==> src/rtl/ifq_pkg.sv <==
package ifq_pkg;
  localparam int SEG_W   = 16;
  localparam int OFF_W   = 16;
  localparam int PARA_SH = 4;
  localparam int ADDR_W  = SEG_W + PARA_SH;

  typedef logic [SEG_W-1:0] seg_t;
  typedef logic [OFF_W-1:0] off_t;
  typedef logic [ADDR_W-1:0] lin_addr_t;

  function automatic lin_addr_t lin_addr(input seg_t s, input off_t o);
    return {s, {PARA_SH{1'b0}}} + lin_addr_t'(o);
  endfunction
endpackage

==> src/rtl/ifq_fetch_ptr.sv <==
module ifq_fetch_ptr
  import ifq_pkg::*;
#(
  parameter seg_t RST_SEG = 16'hFFFF,
  parameter off_t RST_OFF = 16'h0000
) (
  input  logic      clk,
  input  logic      rst_n,
  input  logic      flush,
  input  seg_t      flush_seg,
  input  off_t      flush_off,
  input  logic      step,
  output lin_addr_t addr
);
  seg_t seg_q;
  off_t off_q;

  always_ff @(posedge clk) begin
    if (!rst_n) begin
      seg_q <= RST_SEG;
      off_q <= RST_OFF;
    end else if (flush) begin
      seg_q <= flush_seg;
      off_q <= flush_off;
    end else if (step) begin
      off_q <= off_q + off_t'(1);
    end
  end

  assign addr = lin_addr(seg_q, off_q);

  AST_PTR_STEP: assert property (@(posedge clk) disable iff (!rst_n)
    (step && !flush) |=> (off_q == $past(off_q) + off_t'(1)));
  AST_SEG_HOLD: assert property (@(posedge clk) disable iff (!rst_n)
    !flush |=> $stable(seg_q));
endmodule

==> src/rtl/ifq_occupancy.sv <==
module ifq_occupancy #(
  parameter int DEPTH   = 6,
  parameter int MAX_LEN = 6,
  localparam int LVL_W  = $clog2(DEPTH + 1),
  localparam int LEN_W  = $clog2(MAX_LEN + 1)
) (
  input  logic             clk,
  input  logic             rst_n,
  input  logic             flush,
  input  logic             push_valid,
  input  logic             pop_valid,
  input  logic [LEN_W-1:0] pop_len,
  output logic             push_ready,
  output logic             pop_ready,
  output logic             push_fire,
  output logic             pop_fire,
  output logic [LVL_W-1:0] level
);
  logic [LVL_W-1:0] level_q;
  logic             len_ok;
  logic             enough;

  assign len_ok     = (pop_len != '0) && (int'(pop_len) <= MAX_LEN);
  assign enough     = int'(level_q) >= int'(pop_len);
  assign push_ready = !flush && (int'(level_q) < DEPTH);
  assign pop_ready  = !flush && len_ok && enough;
  assign push_fire  = push_valid && push_ready;
  assign pop_fire   = pop_valid && pop_ready;

  always_ff @(posedge clk) begin
    if (!rst_n) begin
      level_q <= '0;
    end else if (flush) begin
      level_q <= '0;
    end else begin
      level_q <= LVL_W'(int'(level_q) + (push_fire ? 1 : 0)
                        - (pop_fire ? int'(pop_len) : 0));
    end
  end

  assign level = level_q;

  AST_NO_OVERFLOW: assert property (@(posedge clk) disable iff (!rst_n)
    int'(level_q) <= DEPTH);
  AST_STALL_HOLDS_LEVEL: assert property (@(posedge clk) disable iff (!rst_n)
    (pop_valid && !pop_ready && !push_fire && !flush) |=> $stable(level_q));
endmodule

==> src/rtl/ifq_ring.sv <==
module ifq_ring #(
  parameter int DEPTH   = 6,
  parameter int LANES   = 6,
  parameter int DW      = 8,
  localparam int PW     = (DEPTH > 1) ? $clog2(DEPTH) : 1,
  localparam int LVL_W  = $clog2(DEPTH + 1),
  localparam int LEN_W  = $clog2(LANES + 1)
) (
  input  logic                clk,
  input  logic                rst_n,
  input  logic                flush,
  input  logic                wr_en,
  input  logic [DW-1:0]       wr_data,
  input  logic                rd_en,
  input  logic [LEN_W-1:0]    rd_len,
  input  logic [LVL_W-1:0]    level,
  output logic [LANES*DW-1:0] lanes
);
  logic [DW-1:0] mem [DEPTH];
  logic [PW-1:0] wr_ptr, rd_ptr;
  logic [PW:0]   wr_sum, rd_sum;
  logic [PW-1:0] wr_nxt, rd_nxt;

  assign wr_sum = {1'b0, wr_ptr} + (PW+1)'(1);
  assign rd_sum = {1'b0, rd_ptr} + (PW+1)'(rd_len);
  assign wr_nxt = (wr_sum >= (PW+1)'(DEPTH)) ? PW'(wr_sum - (PW+1)'(DEPTH)) : wr_sum[PW-1:0];
  assign rd_nxt = (rd_sum >= (PW+1)'(DEPTH)) ? PW'(rd_sum - (PW+1)'(DEPTH)) : rd_sum[PW-1:0];

  always_ff @(posedge clk) begin
    if (!rst_n || flush) begin
      wr_ptr <= '0;
      rd_ptr <= '0;
    end else begin
      if (wr_en) wr_ptr <= wr_nxt;
      if (rd_en) rd_ptr <= rd_nxt;
    end
  end

  always_ff @(posedge clk) begin
    if (!rst_n) begin
      for (int k = 0; k < DEPTH; k++) mem[k] <= '0;
    end else if (wr_en && !flush) begin
      mem[wr_ptr] <= wr_data;
    end
  end

  for (genvar i = 0; i < LANES; i++) begin : g_lane
    logic [PW:0]   raw;
    logic [PW-1:0] idx;
    assign raw = {1'b0, rd_ptr} + (PW+1)'(i);
    assign idx = (raw >= (PW+1)'(DEPTH)) ? PW'(raw - (PW+1)'(DEPTH)) : raw[PW-1:0];
    assign lanes[i*DW +: DW] = (LVL_W'(i) < level) ? mem[idx] : '0;
  end
endmodule

==> src/rtl/ifq_prefetch_queue.sv <==
module ifq_prefetch_queue
  import ifq_pkg::*;
#(
  parameter int   DEPTH   = 6,
  parameter int   MAX_LEN = 6,
  parameter int   DW      = 8,
  parameter seg_t RST_SEG = 16'hFFFF,
  parameter off_t RST_OFF = 16'h0000,
  localparam int  LVL_W   = $clog2(DEPTH + 1),
  localparam int  LEN_W   = $clog2(MAX_LEN + 1)
) (
  input  logic                  clk,
  input  logic                  rst_n,
  input  logic                  flush,
  input  logic [15:0]           flush_seg,
  input  logic [15:0]           flush_off,
  output logic [19:0]           fetch_addr,
  input  logic                  push_valid,
  output logic                  push_ready,
  input  logic [DW-1:0]         push_byte,
  input  logic                  pop_valid,
  input  logic [LEN_W-1:0]      pop_len,
  output logic                  pop_ready,
  output logic [MAX_LEN*DW-1:0] pop_bytes,
  output logic [LVL_W-1:0]      level
);
  logic push_fire, pop_fire;

  ifq_occupancy #(.DEPTH(DEPTH), .MAX_LEN(MAX_LEN)) u_occ (
    .clk(clk), .rst_n(rst_n), .flush(flush),
    .push_valid(push_valid), .pop_valid(pop_valid), .pop_len(pop_len),
    .push_ready(push_ready), .pop_ready(pop_ready),
    .push_fire(push_fire), .pop_fire(pop_fire), .level(level)
  );

  ifq_ring #(.DEPTH(DEPTH), .LANES(MAX_LEN), .DW(DW)) u_ring (
    .clk(clk), .rst_n(rst_n), .flush(flush),
    .wr_en(push_fire), .wr_data(push_byte),
    .rd_en(pop_fire), .rd_len(pop_len),
    .level(level), .lanes(pop_bytes)
  );

  ifq_fetch_ptr #(.RST_SEG(RST_SEG), .RST_OFF(RST_OFF)) u_ptr (
    .clk(clk), .rst_n(rst_n), .flush(flush),
    .flush_seg(flush_seg), .flush_off(flush_off),
    .step(push_fire), .addr(fetch_addr)
  );

  AST_FULL_STALLS_PUSH: assert property (@(posedge clk) disable iff (!rst_n)
    (int'(level) == DEPTH) |-> !push_ready);
  AST_FLUSH_EMPTIES: assert property (@(posedge clk) disable iff (!rst_n)
    flush |=> (level == '0 && !pop_ready));
  AST_POP_LEN_LEGAL: assert property (@(posedge clk) disable iff (!rst_n)
    pop_ready |-> (pop_len != '0 && int'(pop_len) <= MAX_LEN));
  AST_ADDR_HOLD: assert property (@(posedge clk) disable iff (!rst_n)
    (!push_fire && !flush) |=> $stable(fetch_addr));
endmodule

==> config.mk <==
export PLATFORM = sky130hd
export DESIGN_NAME = ifq_prefetch_queue
export DESIGN_NICKNAME = d
export VERILOG_FILES = /design/src/rtl/ifq_pkg.sv /design/src/rtl/ifq_fetch_ptr.sv /design/src/rtl/ifq_occupancy.sv /design/src/rtl/ifq_ring.sv /design/src/rtl/ifq_prefetch_queue.sv
export SDC_FILE = /design/constraint.sdc
export NUM_CORES = 1
export LEC_CHECK = 0
export BUFFER_PORTS_ARGS = -buffer_cell sky130_fd_sc_hd__buf_2
export CAP_MARGIN = 20
export CORE_MARGIN = 2
export CORE_UTILIZATION = 53
export CTS_CLUSTER_SIZE = 24
export DETAILED_ROUTE_END_ITERATION = 7
export HOLD_SLACK_MARGIN = 0.1
export PLACE_DENSITY_LB_ADDON = 0.08
export SETUP_SLACK_MARGIN = 0.02
export SYNTH_ARGS = -nofsm -noshare
export SYNTH_HDL_FRONTEND = slang
export SYNTH_SLANG_ARGS = --single-unit
==> constraint.sdc <==
create_clock -name clk -period 3.5 [get_ports clk]
set_input_delay 1.05 -clock clk [delete_from_list [all_inputs] [get_ports clk]]
set_output_delay 1.05 -clock clk [all_outputs]
set_load 0.01 [all_outputs]
==> results of run 1 <==
cells in the final DEF, fill, tap and decap left out, types with 26 or more instances in the layout:
master	synthesis	final
buf_4	7	42
nor2_1	77	77
ha_1	33	26
dfxtp_1	41	31
o22ai_1	35	34
o21ai_0	56	50
nand3_1	52	51
edfxtp_1	64	64
nand2_1	88	88
mux4_2	32	32
buf_2	17	120
a21oi_1	75	72
mux2_2	32	32
mux2i_1	67	67
inv_1	35	31
where the power goes:
part           total [mW]  leakage, nW  switching (mW)  internal (mW)
Clock                1.05        0.152           0.532          0.520
Combinational       0.639         2.78           0.350          0.289
Sequential           1.42        0.973          0.0681           1.36
Total                3.12         3.90           0.950           2.17
cells by family (layout without fill, tap and decap cells):
logic type / count (synthesis) / after routing / synth area share (%)
simple gates: 288 / 288 / 16.2
xor+xnor: 31 / 31 / 3.39
fa+ha+maj: 36 / 36 / 5.52
flops: 105 / 105 / 32.0
buf+inv: 95 / 223 / 5.04
mux: 131 / 131 / 20.5
compound gates: 239 / 239 / 17.4
worst max-delay path, delay by kind of cell, from the launching register on:
family / cells / cell delay [ps]
AOI/OAI and AO/OA: 3 / 680
and+or+nand+nor: 2 / 600
DFF: 1 / 390
buffers and inverters: 1 / 160
adders and majority gates: 1 / 220
final timing paths:
path,startpoint,end,slack (ps),cells after the start
min,u_ptr.seg_q[7],u_ptr.seg_q[7],490,2
min reg2reg,u_ptr.seg_q[7],u_ptr.seg_q[7],490,2
max reg2reg,u_occ.level[0],u_occ.level[2],520,14
max,u_ptr.off_q[8],fetch_addr[16],40,7
per-layer routing:
metal  GRT usage [%]  part of all wire [%]  up-vias
met5               0                 0.033        -
met4            6.04                   1.4        2
met3            5.44                   9.6       26
met2            40.5                    43      351
met1            41.8                    46     3684
li1                -                     -     3717
layout make-up:
class	count	area (um^2)	area share [%]
inverters	35	140	1.38
well taps	216	270	2.66
clock buffers	9	225	2.22
repair buffers	172	1100	10.8
clock inverters	7	83.8	0.825
flip-flops and latches	105	2770	27.2
multi-input cells	725	5580	54.9
stage by stage:
step | TNS [ps] | setup WS [ps] | cell area [um^2]
final | 0 | 39.2 | 10200
after floorplan | 0 | 38.1 | 8570
after global routing | -19.7 | -17.5 | 10200
after CTS | 0 | 5.63 | 9950
after global placement | -76.9 | -76.9 | 9460
after detailed placement | -127 | -127 | 9460
registers in the layout, summed over array words and instances (netlist names):
name and count:
u_occ.level 3, u_ptr.off_q 16, u_ptr.seg_q 16, u_ring.mem 64, u_ring.rd_ptr 3, u_ring.wr_ptr 3
timing repair:
item                                    4_1_cts  5_1_grt
endpoints found under the setup margin       44       46
pin swaps                                     5        6
setup buffers                                 2        7
resized for setup                            31       38
cloned                                        1        1
==> results.py, run 1 <==
metrics = {
    "run_status": {
        "status": "completed",
    },
    "routing": {
        "firstDrtPassIters": 5,
        "vias_per_cell": 6.13,
        "drt-initial-drc-count": 601,
        "dr_total_vias": 7780,
        "wl_um": 24100,
        "drtAntennaViolNets": 0,
        "wl_per_cell_um": 19.0,
        "drc": 0,
    },
    "worst_setup_path": {
        "slowest_delay_ps": 430,
        "crit_required_ps": 2450,
        "crit_fanout": 4,
        "start_kind": "register",
        "cpMaxStageDelayCell": "or4_4",
        "critPathArrivalTime_ps": 2410,
        "critPathCaptureType": "output pin",
        "crit_type": "reg -> out",
        "crit_chain": "ha_4 > a21o_1 > and2_4 > o311a_4 > or4_4 > o2111ai_2 > buf_2",
    },
    "floorplan": {
        "die_area_um2": 17200,
        "initial_utilization_pct": 54.1,
        "ios": 121,
        "die_y_um": 131,
        "core-area_um2": 15800,
        "die_width_um": 131,
        "fp-row-count": 46,
    },
    "synthesis": {
        "ys_seq_area_share_pct": 32.0,
        "synthTopCellsByArea": "edfxtp_1 22%, dfxtp_1 9.6%, mux4_2 8.4%",
        "synth_top_area_cell": "edfxtp_1",
        "synthTopCellsByCount": "88 x nand2_1, 77 x nor2_1, 75 x a21oi_1",
        "avgSynthCellArea_um2": 9.26,
        "netlist_instances": 925,
        "synth.ff_latch_count": 105,
        "ys_async_sr_fraction_pct": 0,
        "yosysMostFrequentCell": "nand2_1",
        "synth_top_area_share_pct": 22.4,
        "yosysWarnings": 0,
        "synth_fp_nets": 1009,
        "yosys_most_used_dff": "edfxtp_1",
        "syn-cell-area_um2": 8560,
        "synth_edf_count": 64,
        "yosysUniqueCellTypes": 67,
    },
    "power": {
        "p_leak_nw": 3.90,
        "power_density_nw_per_um2": 306,
        "peakVddDrop_uv": 248,
        "finalPower_mw": 3.12,
    },
    "global_route": {
        "antenna_found_initial": 1,
        "first_global_vias": 7043,
        "grt_usage_pct": 27.5,
        "grt_pass1_wl_um": 38200,
        "grt_overflow": 0,
        "grt_max_degree": 40,
    },
    "final_layout": {
        "insertedDiodeCount": 0,
        "fillers": 1335,
        "drive_gt1_share_pct": 29.5,
        "area_delta_synth_final_pct": 18.7,
        "utilization_pct": 64.2,
        "final_cells": 1269,
        "layout.nets": 1132,
    },
    "timing": {
        "maxSlewViolCount": 0,
        "fin_hold_ws_ps": 485,
        "clock_skew_ps": 7.55,
        "hold_violations": 0,
        "tightest_slew_ps": 1000,
        "slew_headroom_pct": 32.5,
        "setup_violations": 0,
        "fmax_ghz": 0.289,
        "rsz0062_at_grt": "true",
        "period_minus_slack_ps": 3460,
        "min_period_over_period_pct": 98.9,
    },
    "clock_tree": {
        "clock_sinks": 105,
        "ctsHoldBuffers": 0,
        "cts_buffer_depth": 2,
        "cts_tree": "yes",
        "clockRootBuffer": "clkbuf_16",
        "clock_latency_ps": 350,
        "cts.clk_slew.worst_paths_ps": 80,
        "ctsHtreeMaxLevel": 3,
        "cts-buffers-inserted": 9,
    },
    "placed_design": {
        "dp_hpwl_um": 18000,
        "portBuffers": 120,
        "gp_congestion": 0.945,
        "placedCellCount": 1242,
    },
    "hold_path": {
        "hp-class": "reg -> reg",
    },
    "job": {
        "cap_violations": 0,
    },
}
(Power assumes the default switching activity.)
==> run 2: changes to the inputs <==
==> constraint.sdc (replaced) <==
create_clock -name clk -period 3.5 [get_ports clk]
set_input_delay 0.7 -clock clk [delete_from_list [all_inputs] [get_ports clk]]
set_output_delay 0.7 -clock clk [all_outputs]
set_load 0.01 [all_outputs]
==> run 2 against run 1 <==
Against the previous run: worst hold slack worse by 2.0 ps; clock skew is 3.7 ps higher; cell count is 1.7% lower; first-iteration DRC count is 9.8% lower; wire length is 2.4% lower; non-clock buffer count is 22 lower; clock power hardly changed; largest cell class unchanged; largest power group unchanged; highest routed layer is now met4.
==> results.py, run 2 (synthesis results as in run 1) <==
metrics = {
    "timing": {
        "tightest_slew_ps": 878,
        "setup_violations": 0,
        "hold_violations": 0,
        "maxSlewViolCount": 0,
        "fmax_ghz": 0.296,
        "fin_hold_ws_ps": 483,
        "period_minus_slack_ps": 3380,
        "clock_skew_ps": 11.3,
        "slew_headroom_pct": 41.0,
        "tns_ps": 0,
        "min_period_over_period_pct": 96.6,
        "rsz0062_at_grt": "false",
    },
    "power": {
        "peakVddDrop_uv": 291,
        "power_density_nw_per_um2": 313,
        "p_leak_nw": 3.75,
    },
    "global_route": {
        "antenna_found_initial": 0,
        "grt_max_degree": 43,
        "grt_usage_pct": 27.6,
        "grt_overflow": 0,
        "first_global_vias": 6998,
        "grt_pass1_wl_um": 38300,
    },
    "routing": {
        "vias_per_cell": 6.16,
        "drtAntennaViolNets": 0,
        "wl_um": 23600,
        "drt-initial-drc-count": 542,
        "drc": 0,
        "wl_per_cell_um": 18.9,
        "firstDrtPassIters": 5,
        "dr_total_vias": 7686,
    },
    "worst_setup_path": {
        "crit_chain": "clkinvlp_4 > ha_2 > inv_1 > a21oi_1 > nand3_1 > o22ai_1 > buf_2",
        "critPathArrivalTime_ps": 2680,
        "crit_required_ps": 2800,
        "critPathTopFamily": "buffers and inverters",
        "crit_type": "reg -> out",
        "r2r_start": "u_occ.level[0]",
        "start_kind": "register",
        "critPathCaptureType": "output pin",
        "crit_start": "u_ring.rd_ptr[1]",
        "crit_fanout": 10,
        "slowest_delay_ps": 520,
        "path_buf_inv": 3,
        "cpMaxStageDelayCell": "ha_2",
    },
    "clock_tree": {
        "clock_sinks": 105,
        "cts_buffer_depth": 2,
        "cts_tree": "yes",
        "ctsHoldBuffers": 0,
        "cts-buffers-inserted": 9,
        "ctsHtreeMaxLevel": 3,
        "clock_latency_ps": 360,
        "cts.clk_slew.worst_paths_ps": 70,
        "clockRootBuffer": "clkbuf_16",
    },
    "final_layout": {
        "utilization_pct": 61.4,
        "fillers": 1415,
        "layout.cells.most_common_list": "120 x buf_2, 87 x nand2_1, 77 x nor2_1, 75 x a21oi_1, 67 x mux2i_1",
        "largest_register": "u_ring.mem",
        "layout_commonest_cell": "buf_2",
        "final-seq-area_um2": 2750,
        "area_delta_synth_final_pct": 13.5,
        "multi_input_area_um2": 5410,
        "design_area_um2": 9720,
        "largest_reg_flops": 64,
        "drive_gt1_share_pct": 24.3,
        "insertedDiodeCount": 0,
        "reg_top3": "u_ring.mem x64, u_ptr.off_q x16, u_ptr.seg_q x16",
        "layout.nets": 1110,
    },
    "job": {
        "cap_violations": 0,
    },
    "placed_design": {
        "gp_congestion": 0.949,
        "place_area_um2": 9350,
        "dp_hpwl_um": 18100,
        "portBuffers": 120,
    },
    "run_status": {
        "status": "completed",
    },
    "floorplan": {
        "initial_utilization_pct": 54.1,
        "die_width_um": 131,
        "ios": 121,
        "core-area_um2": 15800,
        "die_y_um": 131,
        "fp-row-count": 46,
        "die_area_um2": 17200,
    },
    "hold_path": {
        "hp-class": "reg -> reg",
        "min_from": "u_ptr.seg_q[10]",
    },
}
## run 2: cell count changes in the layout (fill, tap and decap cells not counted), moves of 4 or more
cell,change
buf_4,-14
dfxtp_1,+8
ha_1,+6
o21ai_0,+6
o21ai_1,-6
dfxtp_2,-5
or4_1,+5
or4_4,-5
buf_6,-4
ha_4,-4
## run 2: area by class of cell
class	instances	area share, %
Inverter	35	1.39
Sequential cell	105	28.3
Timing Repair Buffer	150	8.69
Clock inverter	7	0.837
Tap cell	216	2.78
Multi-Input combinational cell	725	55.7
Clock buffer	9	2.32
## run 2: path summary, 6_finish.rpt
kind / cells after the start / slack [ps] / to
worst min-delay path: 2 / 480 / u_ptr.seg_q[10]
worst max register to register: 14 / 500 / u_occ.level[2]
worst min register to register: 2 / 480 / u_ptr.seg_q[10]
worst max-delay path: 7 / 120 / pop_bytes[45]
## run 2: report_power, final
group | switching, mW | total, mW | internal, mW
Sequential | 0.0664 | 1.42 | 1.36
Clock | 0.506 | 1.02 | 0.516
Combinational | 0.335 | 0.599 | 0.264
## run 2: worst min-delay path: stages (launching register included)
cell and delay, ps:
dfxtp_1 340, mux2i_1 70, nand2_1 50
## run 2: what timing repair did
item | in CTS | in global routing
endpoints found under the setup margin | 7 | 16
pin swaps | 1 | 1
buffers inserted | 1 | 1
gates resized for setup | 0 | 10
## run 2: layer usage
metal	GRT usage (%)	routed length, um	up-vias
met5	0	0	-
met4	6.40	348	0
met3	3.78	2060	26
met2	39.0	9970	348
met1	44.5	11200	3639
li1	-	-	3673
## run 2: stage by stage
| stage | power, mW | setup WS (ps) | cells |
|---|---|---|---|
| 3_3_place_gp | 2.03 | 81.1 | 1229 |
| 2_1_floorplan | 1.84 | 238 | 925 |
| 6_report | 3.04 | 121 | 1247 |
| 3_5_place_dp | 2.04 | 0.778 | 1229 |
| 5_1_grt | 3.19 | 28.1 | 1247 |
| 4_1_cts | 3.06 | 20.1 | 1246 |
